**src/rtl/rt_err_pkg.sv**
```systemverilog
`timescale 1ns/1ps
package rt_err_pkg;
  localparam int unsigned ADDR_W  = 5;
  localparam int unsigned FIELD_W = 5;
  localparam int unsigned CNT_W   = FIELD_W + 1;
  localparam int unsigned NMSG    = 3;

  localparam logic [FIELD_W-1:0] MC_RD_STATUS  = 5'd2;
  localparam logic [FIELD_W-1:0] MC_RD_LASTCMD = 5'd18;
  localparam logic [FIELD_W-1:0] MC_RD_BIT     = 5'd19;

  localparam logic [ADDR_W-1:0] BCAST_ADDR = '1;

  // odd parity over address plus its parity bit
  function automatic logic parity_good(input logic [ADDR_W:0] a);
    return ^a;
  endfunction

  // data words the terminal expects to receive for this command
  function automatic logic [CNT_W-1:0] expect_words(input logic is_mode,
                                                    input logic tx,
                                                    input logic [FIELD_W-1:0] fld);
    logic [CNT_W-1:0] n;
    if (is_mode)
      n = (!tx && fld[FIELD_W-1]) ? CNT_W'(1) : '0;
    else if (tx)
      n = '0;
    else if (fld == '0)
      n = CNT_W'(1) << FIELD_W;
    else
      n = {1'b0, fld};
    return n;
  endfunction

  // command obliges the terminal to send data back
  function automatic logic needs_tx(input logic is_mode,
                                    input logic tx,
                                    input logic [FIELD_W-1:0] fld);
    return tx && (!is_mode || fld[FIELD_W-1] || fld == MC_RD_STATUS);
  endfunction

  // status / last-command / built-in-test read-back commands
  function automatic logic is_readback(input logic is_mode,
                                       input logic tx,
                                       input logic [FIELD_W-1:0] fld);
    return is_mode && tx &&
           (fld == MC_RD_STATUS || fld == MC_RD_LASTCMD || fld == MC_RD_BIT);
  endfunction
endpackage

```
**src/rtl/rt_addr_word.sv**
```systemverilog
`timescale 1ns/1ps
module rt_addr_word
  import rt_err_pkg::*;
#(
  parameter int unsigned NBUS = 2,
  localparam int unsigned AW_W = ADDR_W + 1 + NBUS
)(
  input  logic              clk,
  input  logic              rst_n,
  input  logic              we,
  input  logic [AW_W-1:0]   wdata,
  output logic [AW_W-1:0]   q,
  output logic [ADDR_W-1:0] own_addr,
  output logic [NBUS-1:0]   bc_en,
  output logic              bad_par
);
  localparam logic [AW_W-1:0] AW_RST = AW_W'(1) << ADDR_W;

  always_ff @(posedge clk) begin
    if (!rst_n)  q <= AW_RST;
    else if (we) q <= wdata;
  end

  assign own_addr = q[ADDR_W-1:0];
  assign bc_en    = q[AW_W-1:ADDR_W+1];
  assign bad_par  = !parity_good(q[ADDR_W:0]);
endmodule

```
**src/rtl/rt_cmd_filter.sv**
```systemverilog
`timescale 1ns/1ps
module rt_cmd_filter
  import rt_err_pkg::*;
#(
  parameter int unsigned NBUS = 2,
  localparam int unsigned BUS_W = (NBUS > 1) ? $clog2(NBUS) : 1
)(
  input  logic               cmd_vld,
  input  logic [BUS_W-1:0]   cmd_bus,
  input  logic [ADDR_W-1:0]  cmd_addr,
  input  logic               cmd_tx,
  input  logic               cmd_is_mode,
  input  logic [FIELD_W-1:0] cmd_field,
  input  logic [ADDR_W-1:0]  own_addr,
  input  logic               bad_par,
  input  logic [NBUS-1:0]    bc_en,
  output logic               acc,
  output logic               clr_evt,
  output logic               ill_evt,
  output logic [CNT_W-1:0]   exp_cnt
);
  logic is_bc, own_hit, bc_hit;

  always_comb begin
    is_bc   = (cmd_addr == BCAST_ADDR);
    own_hit = !is_bc && !bad_par && (cmd_addr == own_addr);
    bc_hit  = is_bc && bc_en[cmd_bus];
    acc     = cmd_vld && (own_hit || bc_hit);
    clr_evt = acc && !is_readback(cmd_is_mode, cmd_tx, cmd_field);
    ill_evt = acc && is_bc && needs_tx(cmd_is_mode, cmd_tx, cmd_field);
    exp_cnt = expect_words(cmd_is_mode, cmd_tx, cmd_field);
  end
endmodule

```
**src/rtl/rt_wc_check.sv**
```systemverilog
`timescale 1ns/1ps
module rt_wc_check
  import rt_err_pkg::*;
(
  input  logic             clk,
  input  logic             rst_n,
  input  logic             acc,
  input  logic [CNT_W-1:0] exp_cnt,
  input  logic             eom_vld,
  input  logic [CNT_W-1:0] eom_cnt,
  output logic             lo_evt,
  output logic             hi_evt
);
  logic [CNT_W-1:0] exp_q;
  logic             open_q;

  always_ff @(posedge clk) begin
    if (!rst_n) begin
      exp_q  <= '0;
      open_q <= 1'b0;
    end else begin
      if (acc) begin
        exp_q  <= exp_cnt;
        open_q <= 1'b1;
      end else if (eom_vld) begin
        open_q <= 1'b0;
      end
    end
  end

  assign lo_evt = eom_vld && open_q && (eom_cnt < exp_q);
  assign hi_evt = eom_vld && open_q && (eom_cnt > exp_q);
endmodule

```
**src/rtl/rt_flag_bank.sv**
```systemverilog
`timescale 1ns/1ps
module rt_flag_bank #(
  parameter int unsigned N = 5
)(
  input  logic         clk,
  input  logic         rst_n,
  input  logic [N-1:0] set,
  input  logic [N-1:0] clr,
  output logic [N-1:0] q
);
  for (genvar i = 0; i < N; i++) begin : g_flag
    always_ff @(posedge clk) begin
      if (!rst_n)      q[i] <= 1'b0;
      else if (set[i]) q[i] <= 1'b1;
      else if (clr[i]) q[i] <= 1'b0;
    end
  end
endmodule

```
**src/rtl/rt_err_status.sv**
```systemverilog
`timescale 1ns/1ps
module rt_err_status
  import rt_err_pkg::*;
#(
  parameter int unsigned NBUS = 2,
  localparam int unsigned BUS_W  = (NBUS > 1) ? $clog2(NBUS) : 1,
  localparam int unsigned AW_W   = ADDR_W + 1 + NBUS,
  localparam int unsigned STAT_W = NMSG + 1 + 2 * NBUS
)(
  input  logic               clk,
  input  logic               rst_n,
  input  logic               aw_we,
  input  logic [AW_W-1:0]    aw_wdata,
  output logic [AW_W-1:0]    aw_q,
  output logic               addr_err,
  input  logic               cmd_vld,
  input  logic [BUS_W-1:0]   cmd_bus,
  input  logic [ADDR_W-1:0]  cmd_addr,
  input  logic               cmd_tx,
  input  logic               cmd_is_mode,
  input  logic [FIELD_W-1:0] cmd_field,
  input  logic               eom_vld,
  input  logic [CNT_W-1:0]   eom_cnt,
  input  logic [NBUS-1:0]    bus_shut,
  input  logic               tf_inh,
  input  logic [NBUS-1:0]    tx_tmo,
  input  logic               tmo_clr,
  output logic [STAT_W-1:0]  stat_word
);
  localparam int unsigned NFLAG = NMSG + NBUS;

  logic [ADDR_W-1:0] own_addr;
  logic [NBUS-1:0]   bc_en;
  logic              acc, clr_evt, ill_evt, lo_evt, hi_evt;
  logic [CNT_W-1:0]  exp_cnt;
  logic [NFLAG-1:0]  flag_set, flag_clr, flag_q;

  rt_addr_word #(.NBUS(NBUS)) u_aw (
    .clk(clk), .rst_n(rst_n), .we(aw_we), .wdata(aw_wdata), .q(aw_q),
    .own_addr(own_addr), .bc_en(bc_en), .bad_par(addr_err)
  );

  rt_cmd_filter #(.NBUS(NBUS)) u_filt (
    .cmd_vld(cmd_vld), .cmd_bus(cmd_bus), .cmd_addr(cmd_addr),
    .cmd_tx(cmd_tx), .cmd_is_mode(cmd_is_mode), .cmd_field(cmd_field),
    .own_addr(own_addr), .bad_par(addr_err), .bc_en(bc_en),
    .acc(acc), .clr_evt(clr_evt), .ill_evt(ill_evt), .exp_cnt(exp_cnt)
  );

  rt_wc_check u_wc (
    .clk(clk), .rst_n(rst_n), .acc(acc), .exp_cnt(exp_cnt),
    .eom_vld(eom_vld), .eom_cnt(eom_cnt), .lo_evt(lo_evt), .hi_evt(hi_evt)
  );

  assign flag_set = {tx_tmo, ill_evt, hi_evt, lo_evt};
  assign flag_clr = {{NBUS{tmo_clr}}, {NMSG{clr_evt}}};

  rt_flag_bank #(.N(NFLAG)) u_flags (
    .clk(clk), .rst_n(rst_n), .set(flag_set), .clr(flag_clr), .q(flag_q)
  );

  assign stat_word = {flag_q[NFLAG-1:NMSG], tf_inh, bus_shut, flag_q[NMSG-1:0]};
endmodule

```
**config.mk**
```make
export PLATFORM = sky130hd
export DESIGN_NAME = rt_err_status
export DESIGN_NICKNAME = d
export VERILOG_FILES = /design/src/rtl/rt_err_pkg.sv /design/src/rtl/rt_addr_word.sv /design/src/rtl/rt_cmd_filter.sv /design/src/rtl/rt_wc_check.sv /design/src/rtl/rt_flag_bank.sv /design/src/rtl/rt_err_status.sv
export SDC_FILE = /design/constraint.sdc
export NUM_CORES = 1
export LEC_CHECK = 0
export BUFFER_PORTS_ARGS = -buffer_cell sky130_fd_sc_hd__buf_2
export CORE_MARGIN = 8
export CORE_UTILIZATION = 40
export DETAILED_ROUTE_END_ITERATION = 12
export PLACE_DENSITY_LB_ADDON = 0.08
export SETUP_SLACK_MARGIN = 0.15
export SLEW_MARGIN = 20
export SYNTH_ARGS = -nofsm -noshare
export SYNTH_HDL_FRONTEND = slang
export SYNTH_HIERARCHICAL = 1
export SYNTH_SLANG_ARGS = --single-unit
```
**constraint.sdc**
```tcl
create_clock -name clk -period 6.5 [get_ports clk]
set_clock_uncertainty 0.05 [all_clocks]
set_input_delay 1.3 -clock clk [delete_from_list [all_inputs] [get_ports clk]]
set_output_delay 1.3 -clock clk [all_outputs]
set_load 0.02 [all_outputs]
```
==> results of run 1 <==
worst min-delay path, delay by kind of cell (launching register included):
| kind | cells | cell delay (ns) |
|---|---|---|
| AND/OR/NAND/NOR | 1 | 0.10 |
| multiplexers | 1 | 0.07 |
| flip-flops | 1 | 0.34 |
layer usage:
layer  part of all wire [%]  vias up
met5                      0        -
met4                    1.0        0
met3                    9.1        4
met2                     45       37
met1                     44      455
li1                       -      512
state kept, by name, indices dropped and copies added (netlist names):
register and count:
u_flags/q 5, u_aw/q 8, u_wc/exp_q 6, u_wc/open_q 1
logic make-up after synthesis:
kind of cell	Yosys count	share of synthesized area, %
AND/OR/NAND/NOR	43	23.4
multiplexers	16	12.8
buffers and inverters	21	9.40
adder cells (fa/ha/maj)	6	5.81
XOR/XNOR	9	7.17
flip-flops	20	31.0
AO/OA/AOI/OAI	16	10.5
metrics by stage:
stage          util, %  worst slack (ns)  instances  hold slack [ns]  cell area (um^2)
6_report          50.3              3.67        215            0.484              1540
5_1_grt           50.3              3.60        215            0.529              1540
4_1_cts           50.3              3.66        215            0.487              1540
3_5_place_dp      49.1              3.53        211            0.462              1500
3_3_place_gp      49.1              3.58        211            0.450              1500
2_1_floorplan        -              3.72        131            0.433              1290
path summary, 6_finish.rpt:
kind	startpoint	end	slack, ns	cells after the start
max	u_aw/q[0]$_SDFFE_PN0P_	addr_err	3.67	3
min reg2reg	u_wc/exp_q[2]$_SDFFE_PN0P_	u_wc/exp_q[2]$_SDFFE_PN0P_	0.48	2
min	u_wc/exp_q[2]$_SDFFE_PN0P_	u_wc/exp_q[2]$_SDFFE_PN0P_	0.48	2
max reg2reg	u_aw/q[0]$_SDFFE_PN0P_	u_flags/q[2]$_SDFFE_PN0P_	3.97	8
power by group through the flow:
stage | clock network, mW | registers (mW) | logic [mW]
final | 0.0704 | 0.130 | 0.0593
after global routing | 0.0796 | 0.131 | 0.0651
after CTS | 0.0748 | 0.130 | 0.0603
after detailed placement | 0 | 0.133 | 0.0600
after global placement | 0 | 0.133 | 0.0585
after floorplan | 0 | 0.134 | 0.0409
cells in the final DEF (no fill, tap or decap), drive strengths merged:
cell type	count
and3	1
a21bo	1
a21o	1
nand4	2
inv	9
nand2b	3
and4	1
nor4	2
a211oi	1
buf	48
mux2	1
a21oi	3
ha	6
clkbuf	4
o21a	6
nor2b	19
mux2i	15
o31a	1
xnor3	1
a21boi	1
xnor2	2
a311oi	1
nand2	5
nor3	2
dfxtp	20
and2	4
xor2	6
o21ba	1
nor2	4
layout make-up:
type,count,share of cell area (%)
Timing Repair Buffer,48,15.6
Sequential cell,20,26.1
Multi-Input combinational cell,90,50.1
Tap cell,44,3.59
Inverter,9,2.20
Clock buffer,4,2.36
==> metrics.cfg, run 1 <==
[floorplan]
coreArea_um2 = 3050
io-pin-count = 55
die-area_um2 = 5300
die_y_um = 72.8
num_rows = 20
start_util_pct = 42.3
die_width_um = 72.8

[synth]
synth.most_common_cell = dfxtp_1
yosysTopAreaCell = dfxtp_1
syn_inst = 131
ys.flop_type = dfxtp_1
yosysWarnings = 6
synth_cell_type_count = 34
synth_area_per_cell_um2 = 9.86
synth-seq-area-share_pct = 31.0
synthArstFlopShare_pct = 0
synthTopCellsByCount = dfxtp_1, mux2i_1, nor2b_1, buf_4, inv_1
yosys.area.top_type_share_pct = 31.0
yosys-top-cells-area = dfxtp_1, mux2i_1, nor2b_1
syn_area_um2 = 1290
synth_edf_count = 0
ys_seq_elements = 20
synth_nets = 175

[timing]
max_slew.worst_pin.slew_ns = 0.373
finalWorstPathRequiredPeriod_ns = 2.83
fin_tns_setup_ns = 0
finalSetupViolCount = 0
max-slew-margin-rel_pct = 75.2
final-max-slew-violation-count = 0
finalHoldViolations = 0
clock.fmax_mhz = 354
rsz0062_at_grt = false
timing.final.crit_share_pct = 43.5

[global_route]
track_usage_pct = 10.9
grt-busiest-layer = met2
grt.overflow.total = 0
grt_first_pass_wirelength_mm = 4.72
grtUsageMet3_pct = 5.08
grt_antenna_before_repair = 0
use_met2_pct = 17.9
grt_max_degree = 21
gr-usage-met1_pct = 12.7
grt_pass1_vias = 1090

[clock_network]
cts_buffer_depth = 2
htreeDepth = 1
cts.repair.resized = 0
postCtsHoldBufs = 0
cts_tree = built
insertion_delay_ns = 0.29
root_buffer = clkbuf_4
clock-sinks = 20
cts_buffers = 3
cts_setup_buffers = 0
clk_pin_slew_ns = 0.11

[route]
routed_via_density = 4.69
drt-initial-drc-count = 23
drc = 0
vias = 1008
finalWirelength_mm = 2.82
final_antenna_net_count = 0
wire_per_inst_um = 13.1
firstDrtPassIters = 4

[flow_run]
maxCapViolCount = 0

[pwr]
swShare_pct = 26.9
p_seq_share_pct = 50.1
ir_drop_uv = 89.7
cellLeakagePower_nw = 0.717
p_comb_share_pct = 22.8
power.density_nw_per_um2 = 169
p_switching_mw = 0.0700
total_power_mw = 0.260
clockPowerShare_pct = 27.1
internal_power_mw = 0.190

[place]
portBuffers = 48
hpwl_mm = 2.39
gp_congestion = 0.864

[worst_setup_path]
crit_path_cell_trace = xor2_1, xnor3_1, buf_2
crit_path_start_kind = flop
cp.buffers_inverters = 1
critical-path-top-delay-family = XOR/XNOR gates
crit_type = flop to output pin
critPathMaxFanout = 4
crit_slowest_cell = dfxtp_1
cp_data_arrival_time_ns = 1.48
slowest_delay_ns = 0.42
cp.required_ns = 5.15
end_kind = output pin

[final_layout]
multi_input_area_um2 = 769
drive_above_1_share_pct = 37.4
final_nets = 216
area_delta_synth_final_pct = 18.9
num_antenna_cells = 0
seq_area_um2 = 400
fillers = 339

[worst_hold_path]
hp-class = flop to flop

[outcome]
status = completed

Power figures use the tool's default switching activity.
==> inputs of run 2 (changes only) <==
==> constraint.sdc (replaced) <==
create_clock -name clk -period 2.6 [get_ports clk]
set_clock_uncertainty 0.05 [all_clocks]
set_input_delay 0.52 -clock clk [delete_from_list [all_inputs] [get_ports clk]]
set_output_delay 0.52 -clock clk [all_outputs]
set_load 0.02 [all_outputs]
==> run 2 against run 1 <==
First-iteration DRC count grew 35%. Routed wire length is 0.60% lower. Die area is the same. Cell area fell by 0.41%. Global-route usage is 0.34 points lower. Utilization down 0.20 points. Critical endpoint is now u_flags/q[0]$_SDFFE_PN0P_. Largest cell class unchanged. Highest routed layer unchanged.
==> metrics.cfg, run 2 (synthesis gave the netlist of run 1 again) <==
[timing]
timing.final.crit_share_pct = 87.3
final-max-slew-violation-count = 0  ; unchanged
max-slew-margin-rel_pct = 79.8  ; +4.6 points
finalWorstPathRequiredPeriod_ns = 2.27
finalSetupViolCount = 0  ; unchanged
clock.fmax_mhz = 441
max_slew.worst_pin.slew_ns = 0.303  ; -0.0691 ns
rsz0062_at_grt = false
fin_tns_setup_ns = 0  ; unchanged
finalHoldViolations = 0  ; unchanged

[final_layout]
final_cell_count_no_fill = 215  ; unchanged
num_antenna_cells = 0  ; unchanged
drive_above_1_share_pct = 37.4  ; unchanged
final_core_util_pct = 50.1  ; -0.20 points
final_nets = 217  ; +0.46%
fillers = 324  ; -4.4%
top_regs = u_aw/q (8), u_wc/exp_q (6), u_flags/q (5)
layout_common_cells = buf_2, dfxtp_1, mux2i_1
area_delta_synth_final_pct = 18.4
mostFrequentLayoutCell = buf_2
top_register = u_aw/q
largest_reg_flops = 8  ; unchanged

[floorplan]
io-pin-count = 55  ; unchanged
num_rows = 20  ; unchanged
die_width_um = 72.8  ; unchanged
die_y_um = 72.8  ; unchanged
die-area_um2 = 5300  ; unchanged
start_util_pct = 42.3  ; unchanged
coreArea_um2 = 3050  ; unchanged

[route]
firstDrtPassIters = 4  ; unchanged
drc = 0  ; unchanged
wire_per_inst_um = 13.0  ; -0.60%
routed_via_density = 4.56  ; -2.7%
drt-initial-drc-count = 31  ; +35%
final_antenna_net_count = 0  ; unchanged
vias = 981  ; -2.7%
finalWirelength_mm = 2.80  ; -0.60%

[clock_network]
cts.repair.resized = 0  ; unchanged
cts_buffers = 3  ; unchanged
htreeDepth = 1  ; unchanged
root_buffer = clkbuf_4
clock-sinks = 20  ; unchanged
cts_buffer_depth = 2  ; unchanged
cts_tree = built
clk_pin_slew_ns = 0.11  ; about the same
insertion_delay_ns = 0.29  ; about the same
cts_setup_buffers = 0  ; unchanged
postCtsHoldBufs = 0  ; unchanged

[global_route]
grt_max_degree = 21  ; unchanged
track_usage_pct = 10.6  ; -0.34 points
grt_pass1_vias = 1059  ; -2.8%
grt_antenna_before_repair = 0  ; unchanged
grt_first_pass_wirelength_mm = 4.55  ; -3.6%
grt.overflow.total = 0  ; unchanged

[worst_setup_path]
critical-path-top-delay-family = compound AO/OA/AOI/OAI gates
crit_path_cell_trace = xor2_1, xnor3_1, nand2b_1, nor4_2, a21bo_1, a21boi_4, nor2b_4, o21a_1
crit_type = flop to flop
slowest_delay_ns = 0.43  ; about the same
reg2reg_slack_ns = 0.33  ; -3.64 ns
cp_data_arrival_time_ns = 2.41  ; +0.93 ns
cp.buffers_inverters = 0  ; -1
crit_slowest_cell = dfxtp_1
end_kind = flop
crit_path_start_kind = flop
critPathMaxFanout = 4  ; unchanged
cp.required_ns = 2.74  ; -2.41 ns

[flow_run]
maxCapViolCount = 0  ; unchanged

[outcome]
status = completed

[place]
placed_cells = 212  ; +0.47%
portBuffers = 48  ; unchanged
gp_congestion = 0.834  ; -3.5%
hpwl_mm = 2.34  ; -2.1%

[pwr]
cellLeakagePower_nw = 0.715  ; -0.24%
power.density_nw_per_um2 = 403  ; +140%
ir_drop_uv = 192  ; +110%

[worst_hold_path]
hp-class = primary input to flop

==> run 2: changes by cell type in the layout (fill, tap and decap cells not counted) <==
cell / previous run / this run
buf_4: 0 / 1
clkbuf_8: 1 / 0
==> run 2: metrics by stage <==
step / hold slack (ns) / instance area, um^2 / power [mW] / setup WS [ns]
5_1_grt: 0.371 / 1530 / 0.653 / 0.193
2_1_floorplan: 0.433 / 1290 / 0.437 / 0.257
3_5_place_dp: 0.459 / 1510 / 0.483 / 0.345
6_report: 0.385 / 1530 / 0.617 / 0.331
3_3_place_gp: 0.452 / 1510 / 0.480 / 0.426
4_1_cts: 0.373 / 1530 / 0.631 / 0.303
==> run 2: power by group <==
part / switching [mW] / total, mW / leakage (nW) / internal (mW)
sequential: 0.00942 / 0.326 / 0.163 / 0.316
clock: 0.0881 / 0.142 / 0.0138 / 0.0538
combinational: 0.0754 / 0.149 / 0.538 / 0.0737
==> run 2: routing by layer <==
| metal | wire length [um] | part of all wire [%] | track usage [%] |
|---|---|---|---|
| met4 | 15 | 0.53 | 3.33 |
| met3 | 261 | 9.3 | 4.26 |
| met1 | 1230 | 44 | 12.7 |
| met5 | 0 | 0 | 0 |
| met2 | 1300 | 46 | 16.6 |
==> run 2: worst paths after layout <==
kind | startpoint | endpoint | cells past startpoint
hold / removal | aw_wdata[5] | u_aw/q[5]$_SDFFE_PN1P_ | 3
setup reg to reg | u_aw/q[0]$_SDFFE_PN0P_ | u_flags/q[0]$_SDFFE_PN0P_ | 8
hold reg to reg | u_wc/exp_q[4]$_SDFFE_PN0P_ | u_wc/exp_q[4]$_SDFFE_PN0P_ | 2
setup / recovery | u_aw/q[0]$_SDFFE_PN0P_ | u_flags/q[0]$_SDFFE_PN0P_ | 8
==> run 2: layout make-up <==
class	count	area, um^2	share of cell area [%]
Clock buffer	3	22.5	1.47
Inverter	9	33.8	2.21
Multi-Input combinational cell	90	769	50.3
Sequential cell	20	400	26.2
Tap cell	44	55.1	3.60
Timing Repair Buffer	49	248	16.2
==> run 2: tightest hold or removal path, stage by stage <==
cell,delay (ns)
buf_2,0.08
mux2i_1,0.05
nand2_1,0.05
